<file path="config.mk">
export PLATFORM = sky130hd
export DESIGN_NAME = ipl_arbiter
export DESIGN_NICKNAME = d
export VERILOG_FILES = /design/src/rtl/ipl_pkg.sv /design/src/rtl/ipl_prio_enc.sv /design/src/rtl/ipl_pend_flag.sv /design/src/rtl/ipl_take_reg.sv /design/src/rtl/ipl_arbiter.sv
export SDC_FILE = /design/constraint.sdc
export NUM_CORES = 1
export LEC_CHECK = 0
export ABC_AREA = 1
export BUFFER_PORTS_ARGS = -buffer_cell sky130_fd_sc_hd__buf_2
export CORE_AREA = 2 2 89 57
export CTS_CLUSTER_SIZE = 30
export DETAILED_ROUTE_END_ITERATION = 10
export DIE_AREA = 0 0 91 59
export GPL_TIMING_DRIVEN = 1
export PLACE_DENSITY = 0.92
export SYNTH_ARGS = -nofsm -noshare
export SYNTH_HDL_FRONTEND = slang
export SYNTH_HIERARCHICAL = 1
export SYNTH_SLANG_ARGS = --single-unit
</file>
<file path="constraint.sdc">
create_clock -name clk -period 1.8 [get_ports clk]
set_input_delay 0.36 -clock clk [delete_from_list [all_inputs] [get_ports clk]]
set_output_delay 0.36 -clock clk [all_outputs]
set_load 0.01 [all_outputs]
</file>
<file path="src/rtl/ipl_pkg.sv">
package ipl_pkg;
   localparam int unsigned VEC_W_D  = 32;
   localparam int unsigned SW_LO_D  = 4;
   localparam int unsigned SW_HI_D  = 18;
   localparam int unsigned EXT_LO_D = 20;
   localparam int unsigned EXT_HI_D = 30;
   localparam int unsigned LVL_W_D  = 5;
   localparam int unsigned AST_W_D  = 4;

   function automatic int unsigned idx_width(input int unsigned n);
      return (n > 1) ? $clog2(n) : 1;
   endfunction
endpackage

</file>
<file path="src/rtl/ipl_prio_enc.sv">
module ipl_prio_enc #(
   parameter int unsigned N     = 8,
   parameter int unsigned IDX_W = ipl_pkg::idx_width(N)
) (
   input  logic [N-1:0]     req,
   output logic             any,
   output logic [IDX_W-1:0] idx
);
   if (N < 1) begin : g_bad_n
      $error("ipl_prio_enc: N must be at least 1");
   end

   if (N == 1) begin : g_single
      assign any = req[0];
      assign idx = '0;
   end else begin : g_multi
      always_comb begin
         idx = '0;
         for (int k = 0; k < N; k++) begin
            if (req[k]) idx = IDX_W'(k);
         end
      end
      assign any = |req;
   end
endmodule

</file>
<file path="src/rtl/ipl_pend_flag.sv">
module ipl_pend_flag (
   input  logic clk,
   input  logic rst_n,
   input  logic set_i,
   input  logic eval_en_i,
   output logic pend_o,
   output logic eval_o
);
   logic pend_q;

   assign eval_o = pend_q & eval_en_i;
   assign pend_o = pend_q;

   always_ff @(posedge clk or negedge rst_n) begin
      if (!rst_n) pend_q <= 1'b0;
      else        pend_q <= set_i | (pend_q & ~eval_en_i);
   end
endmodule

</file>
<file path="src/rtl/ipl_take_reg.sv">
module ipl_take_reg #(
   parameter int unsigned VEC_W = 32,
   parameter int unsigned LVL_W = 5
) (
   input  logic             clk,
   input  logic             rst_n,
   input  logic             eval_i,
   input  logic             ast_bad_i,
   input  logic [LVL_W-1:0] lvl_i,
   input  logic [LVL_W-1:0] cur_i,
   input  logic [VEC_W-1:0] sum_i,
   output logic             take_o,
   output logic             ast_err_o,
   output logic [VEC_W-1:0] sum_o,
   output logic [LVL_W-1:0] lvl_o
);
   logic wins;
   assign wins = (lvl_i != '0) && (lvl_i > cur_i);

   always_ff @(posedge clk or negedge rst_n) begin
      if (!rst_n) begin
         take_o    <= 1'b0;
         ast_err_o <= 1'b0;
         sum_o     <= '0;
         lvl_o     <= '0;
      end else begin
         take_o    <= eval_i & ~ast_bad_i & wins;
         ast_err_o <= eval_i & ast_bad_i;
         if (eval_i && !ast_bad_i && wins) begin
            sum_o <= sum_i;
            lvl_o <= lvl_i;
         end
      end
   end
endmodule

</file>
<file path="src/rtl/ipl_arbiter.sv">
module ipl_arbiter #(
   parameter int unsigned VEC_W  = ipl_pkg::VEC_W_D,
   parameter int unsigned SW_LO  = ipl_pkg::SW_LO_D,
   parameter int unsigned SW_HI  = ipl_pkg::SW_HI_D,
   parameter int unsigned EXT_LO = ipl_pkg::EXT_LO_D,
   parameter int unsigned EXT_HI = ipl_pkg::EXT_HI_D,
   parameter int unsigned LVL_W  = ipl_pkg::LVL_W_D,
   parameter int unsigned AST_W  = ipl_pkg::AST_W_D
) (
   input  logic                     clk,
   input  logic                     rst_n,
   input  logic                     chk_set_i,
   input  logic                     eval_en_i,
   input  logic [VEC_W-1:0]         sw_req_i,
   input  logic [EXT_HI-EXT_LO:0]   ext_irq_i,
   input  logic [LVL_W-1:0]         ipl_lvl_i,
   input  logic [AST_W-1:0]         ast_req_i,
   output logic                     chk_pend_o,
   output logic                     take_o,
   output logic [VEC_W-1:0]         isum_o,
   output logic [LVL_W-1:0]         ilvl_o,
   output logic                     ast_err_o
);
   localparam int unsigned SW_N   = SW_HI - SW_LO + 1;
   localparam int unsigned EXT_N  = EXT_HI - EXT_LO + 1;
   localparam int unsigned SW_IW  = ipl_pkg::idx_width(SW_N);
   localparam int unsigned EXT_IW = ipl_pkg::idx_width(EXT_N);

   if (SW_HI < SW_LO || EXT_HI < EXT_LO) begin : g_bad_range
      $error("ipl_arbiter: empty request field");
   end
   if (SW_HI >= EXT_LO) begin : g_bad_order
      $error("ipl_arbiter: software field must lie below external field");
   end
   if (EXT_HI >= VEC_W) begin : g_bad_vec
      $error("ipl_arbiter: external field exceeds summary width");
   end
   if (EXT_HI >= (1 << LVL_W) || SW_N >= (1 << LVL_W)) begin : g_bad_lvl
      $error("ipl_arbiter: level width too small");
   end

   logic [SW_N-1:0]   sw_field;
   logic              sw_any, ext_any, eval;
   logic [SW_IW-1:0]  sw_idx;
   logic [EXT_IW-1:0] ext_idx;
   logic [LVL_W-1:0]  req_lvl;
   logic [VEC_W-1:0]  summary;

   assign sw_field = sw_req_i[SW_HI:SW_LO];

   ipl_pend_flag u_flag (
      .clk       (clk),
      .rst_n     (rst_n),
      .set_i     (chk_set_i),
      .eval_en_i (eval_en_i),
      .pend_o    (chk_pend_o),
      .eval_o    (eval)
   );

   ipl_prio_enc #(.N(SW_N), .IDX_W(SW_IW)) u_sw_enc (
      .req (sw_field),
      .any (sw_any),
      .idx (sw_idx)
   );

   ipl_prio_enc #(.N(EXT_N), .IDX_W(EXT_IW)) u_ext_enc (
      .req (ext_irq_i),
      .any (ext_any),
      .idx (ext_idx)
   );

   always_comb begin
      if (ext_any)     req_lvl = LVL_W'(EXT_LO) + LVL_W'(ext_idx);
      else if (sw_any) req_lvl = LVL_W'(sw_idx) + LVL_W'(1);
      else             req_lvl = '0;
   end

   always_comb begin
      summary                = '0;
      summary[SW_HI:SW_LO]   = sw_field;
      summary[EXT_HI:EXT_LO] = ext_irq_i;
   end

   ipl_take_reg #(.VEC_W(VEC_W), .LVL_W(LVL_W)) u_take (
      .clk       (clk),
      .rst_n     (rst_n),
      .eval_i    (eval),
      .ast_bad_i (ast_req_i != '0),
      .lvl_i     (req_lvl),
      .cur_i     (ipl_lvl_i),
      .sum_i     (summary),
      .take_o    (take_o),
      .ast_err_o (ast_err_o),
      .sum_o     (isum_o),
      .lvl_o     (ilvl_o)
   );
endmodule

</file>
==> summary.txt <==
Power
  • Worst IR Drop VDD: 0.468 mV
  • Switch share: 36.1%
  • Net load switching power: 1.03 mW
  • Power Density: 805 nW/um^2
  • Leak pwr: 2.02 nW
  • Pint: 1.83 mW
  • Part of the power in registers: 44.0%
  • Proportion of power drawn by the clock network: 23.3%
  • Combinational power share: 32.7%

STA
  • Final setup vio count: 38
  • Period utilization: 155%
  • Post-route setup slack: -983 ps
  • Final max-slew violation count: 0
  • Final hold viol count: 0
  • Slew at the pin closest to its max-slew limit: 640 ps
  • Unrepaired setup endpoints after global routing: true
  • Tmin final: 2780 ps
  • Worst Skew: 11.4 ps
  • Worst slew margin: 57.3%
  • Max Clk Rate: 359 MHz

Synth
  • Yosys warns: 6
  • Synth area leader: dfrtp_1
  • Synth unique cells: 27
  • Number of synthesized flops with an enable pin: 0
  • Top-count cell post-synth: nand2_1
  • Synthesized cell area: 2270 sq um
  • Top FF cell, synth: dfrtp_1
  • Average size of a mapped cell: 7.56 sq um
  • Ys async rst share: 100%
  • Post-synthesis register bit count: 40
  • Synth top area cells: dfrtp_1, nand2_1, nand3_1
  • Top-area cell type share of the netlist area: 44.0%
  • Synth top cells by count: nand2_1, nand3_1, dfrtp_1
  • Register area share after synthesis: 44.0%
  • Cells after synthesis: 301

Floorplanning
  • Die Wd: 91 microns
  • Num rows: 19
  • Die area: 5370 sq um
  • Starting density of the core: 50.9%
  • Core area: 4470 sq um
  • Die height: 59 microns
  • IO Pins: 96

Placement
  • Post-DP HPWL: 4.48 mm
  • RD Place Congestion: 0.848
  • Place WS: -1130 ps
  • Placed cell areas: 3000 sq um
  • Port bufs: 78

Finish
  • FF/Latch Area: 1000 sq um
  • Fill count: 308
  • Layout cells sized above 1: 47.9%
  • Final core occ: 79.4%
  • Ant diodes: 0
  • Area of the multi-input gates: 1320 sq um
  • Nets: 490
  • Finished Cell Area: 3550 sq um
  • Area growth, synth to finish: 56.1%

Worst setup path
  • Type of origin of the critical path: input port
  • Reg2Reg Depth: 11
  • Slowest stage delay, CP: 270 ps
  • CP bufs+invs: 4
  • CP endpoint kind: register
  • CP Max Fanout: 6
  • Critical-path top delay cell: ha_1
  • Critical path data required time: 2040 ps
  • Cell repeated most along the worst path: nand2_1
  • Reg2Reg Launch Point: u_flag/pend_o$_DFF_PN0_
  • Kind of critical path: input port to register
  • RR Endpoint: u_take/sum_o[22]$_DFFE_PN0P_
  • Critical Path AT: 3030 ps
  • Flop-to-flop setup slack: 250 ps
  • Top cell family by delay on the critical path: simple AND/OR/NAND/NOR gates

Global routing
  • First-pass GRT wire length: 10.9 mm
  • Grt ovf: 0
  • Largest net degree at the start of global routing: 29
  • Initial antenna violation count: 0
  • GRT Total Usage: 25.7%
  • Vias in the first global route: 2490

Job
  • Number of max-cap violations: 0

Clock network
  • Max clock buf depth: 2
  • Root Driver: clkbuf_8
  • CTS clk-pin slew, worst paths: 90 ps
  • CTS Buf Count: 5
  • Clk_lat worst skew: 310 ps
  • CTS tree: built
  • H-tree levels: 2
  • Clk sinks: 40

Outcome
  • Violated checks: setup timing
  • Status: finished, violations left

Routing
  • Via-to-Cell Ratio: 5.27
  • WL per Instance: 16.2 microns
  • Routed Antenna Nets: 0
  • Starting DRT DRC Count: 170
  • DR DRC count: 0
  • Vias: 2586
  • Drt total wl: 7.95 mm
  • Drt first pass iters: 4

Hold path
  • Worst hold-check path type: input port to async pin
flip-flops by register name, indices dropped and copies added, names as in the netlist:
name,cells
u_take/ast_err_o,1
u_take/sum_o,32
u_take/lvl_o,5
u_take/take_o,1
u_flag/pend_o,1
area by class of cell:
class | instances | area share [%]
Inverter | 40 | 4.58
Multi-Input combinational cell | 214 | 37.2
Clock inverter | 2 | 0.423
Tap cell | 63 | 2.22
Timing Repair Buffer | 126 | 25.1
Sequential cell | 40 | 28.2
Clock buffer | 6 | 2.33
per-stage QoR:
step                hold slack, ps  total power, mW  setup TNS (ps)  std cells
floorplan                     64.4             1.58          -26100        306
global placement               400             1.92          -36420        477
detailed placement             410             1.96          -41600        477
CTS                           78.4             2.68          -30000        491
global route                   104             2.99          -40150        491
finish                        61.7             2.86          -35420        491
metal layers:
layer  GRT usage (%)  wire [microns]  up-vias
met5               0               0        -
met4            9.09             208        0
met3            6.11             599       26
met2            45.6            4020      152
met1            31.4            3120     1225
li1                -               -     1183
worst register-to-register path: cells and delay by family (launching register included):
kind / cells / cell delay, ps
flip-flops: 1 / 370
buffers and inverters: 4 / 420
AND/OR/NAND/NOR: 7 / 650
placed cells by master (no fill, tap or decap), types with 2 or more instances in the layout:
cell,n
nand2_2,32
nor3_1,3
nand2_4,21
buf_16,4
buf_6,6
nor4_1,2
buf_4,37
inv_2,2
nor2_1,15
nand3_1,46
nand2_1,65
clkinvlp_4,2
ha_4,2
a21oi_2,2
clkbuf_8,6
buf_2,76
dfrtp_1,40
ha_1,5
inv_1,37
conb_1,6
buf_12,2
worst max path at each step:
| stage | startpoint | endpoint | slack [ps] | cells past startpoint |
|---|---|---|---|---|
| floorplan | sw_req_i[6] | u_take/lvl_o[3]$_DFFE_PN0P_ | -710 | 26 |
| global placement | sw_req_i[6] | u_take/sum_o[1]$_DFFE_PN0P_ | -970 | 26 |
| detailed placement | sw_req_i[6] | u_take/sum_o[13]$_DFFE_PN0P_ | -1130 | 26 |
| CTS | sw_req_i[6] | u_take/sum_o[13]$_DFFE_PN0P_ | -800 | 27 |
| global route | sw_req_i[5] | u_take/sum_o[22]$_DFFE_PN0P_ | -1080 | 27 |
| finish | sw_req_i[6] | u_take/sum_o[22]$_DFFE_PN0P_ | -980 | 28 |
logic make-up (layout without fill, tap and decap cells):
logic type | Yosys count | count (layout) | synth area share, %
DFF | 40 | 40 | 44.0
buffers and inverters | 52 | 174 | 12.7
AOI/OAI and AO/OA | 10 | 10 | 3.19
and+or+nand+nor | 191 | 191 | 36.1
other | 1 | 6 | 0.165
adders and majority gates | 7 | 7 | 3.85
power by group through the flow:
stage	combinational, mW	sequential [mW]	clock, mW
3_3_place_gp	0.728	1.19	0
5_1_grt	1.01	1.28	0.709
3_5_place_dp	0.759	1.20	0
6_report	0.934	1.26	0.664
4_1_cts	0.820	1.21	0.648
2_1_floorplan	0.294	1.29	0
timing repair:
| action | CTS | global route |
|---|---|---|
| hold buffers | 0 | 0 |
| pin swaps | 8 | 10 |
| endpoints found under the hold margin | 0 | 0 |
| resized for setup | 47 | 49 |
| setup endpoints to repair | 38 | 38 |
| buffers inserted | 4 | 0 |
| cloned | 4 | 0 |
(Power assumes the default switching activity.)
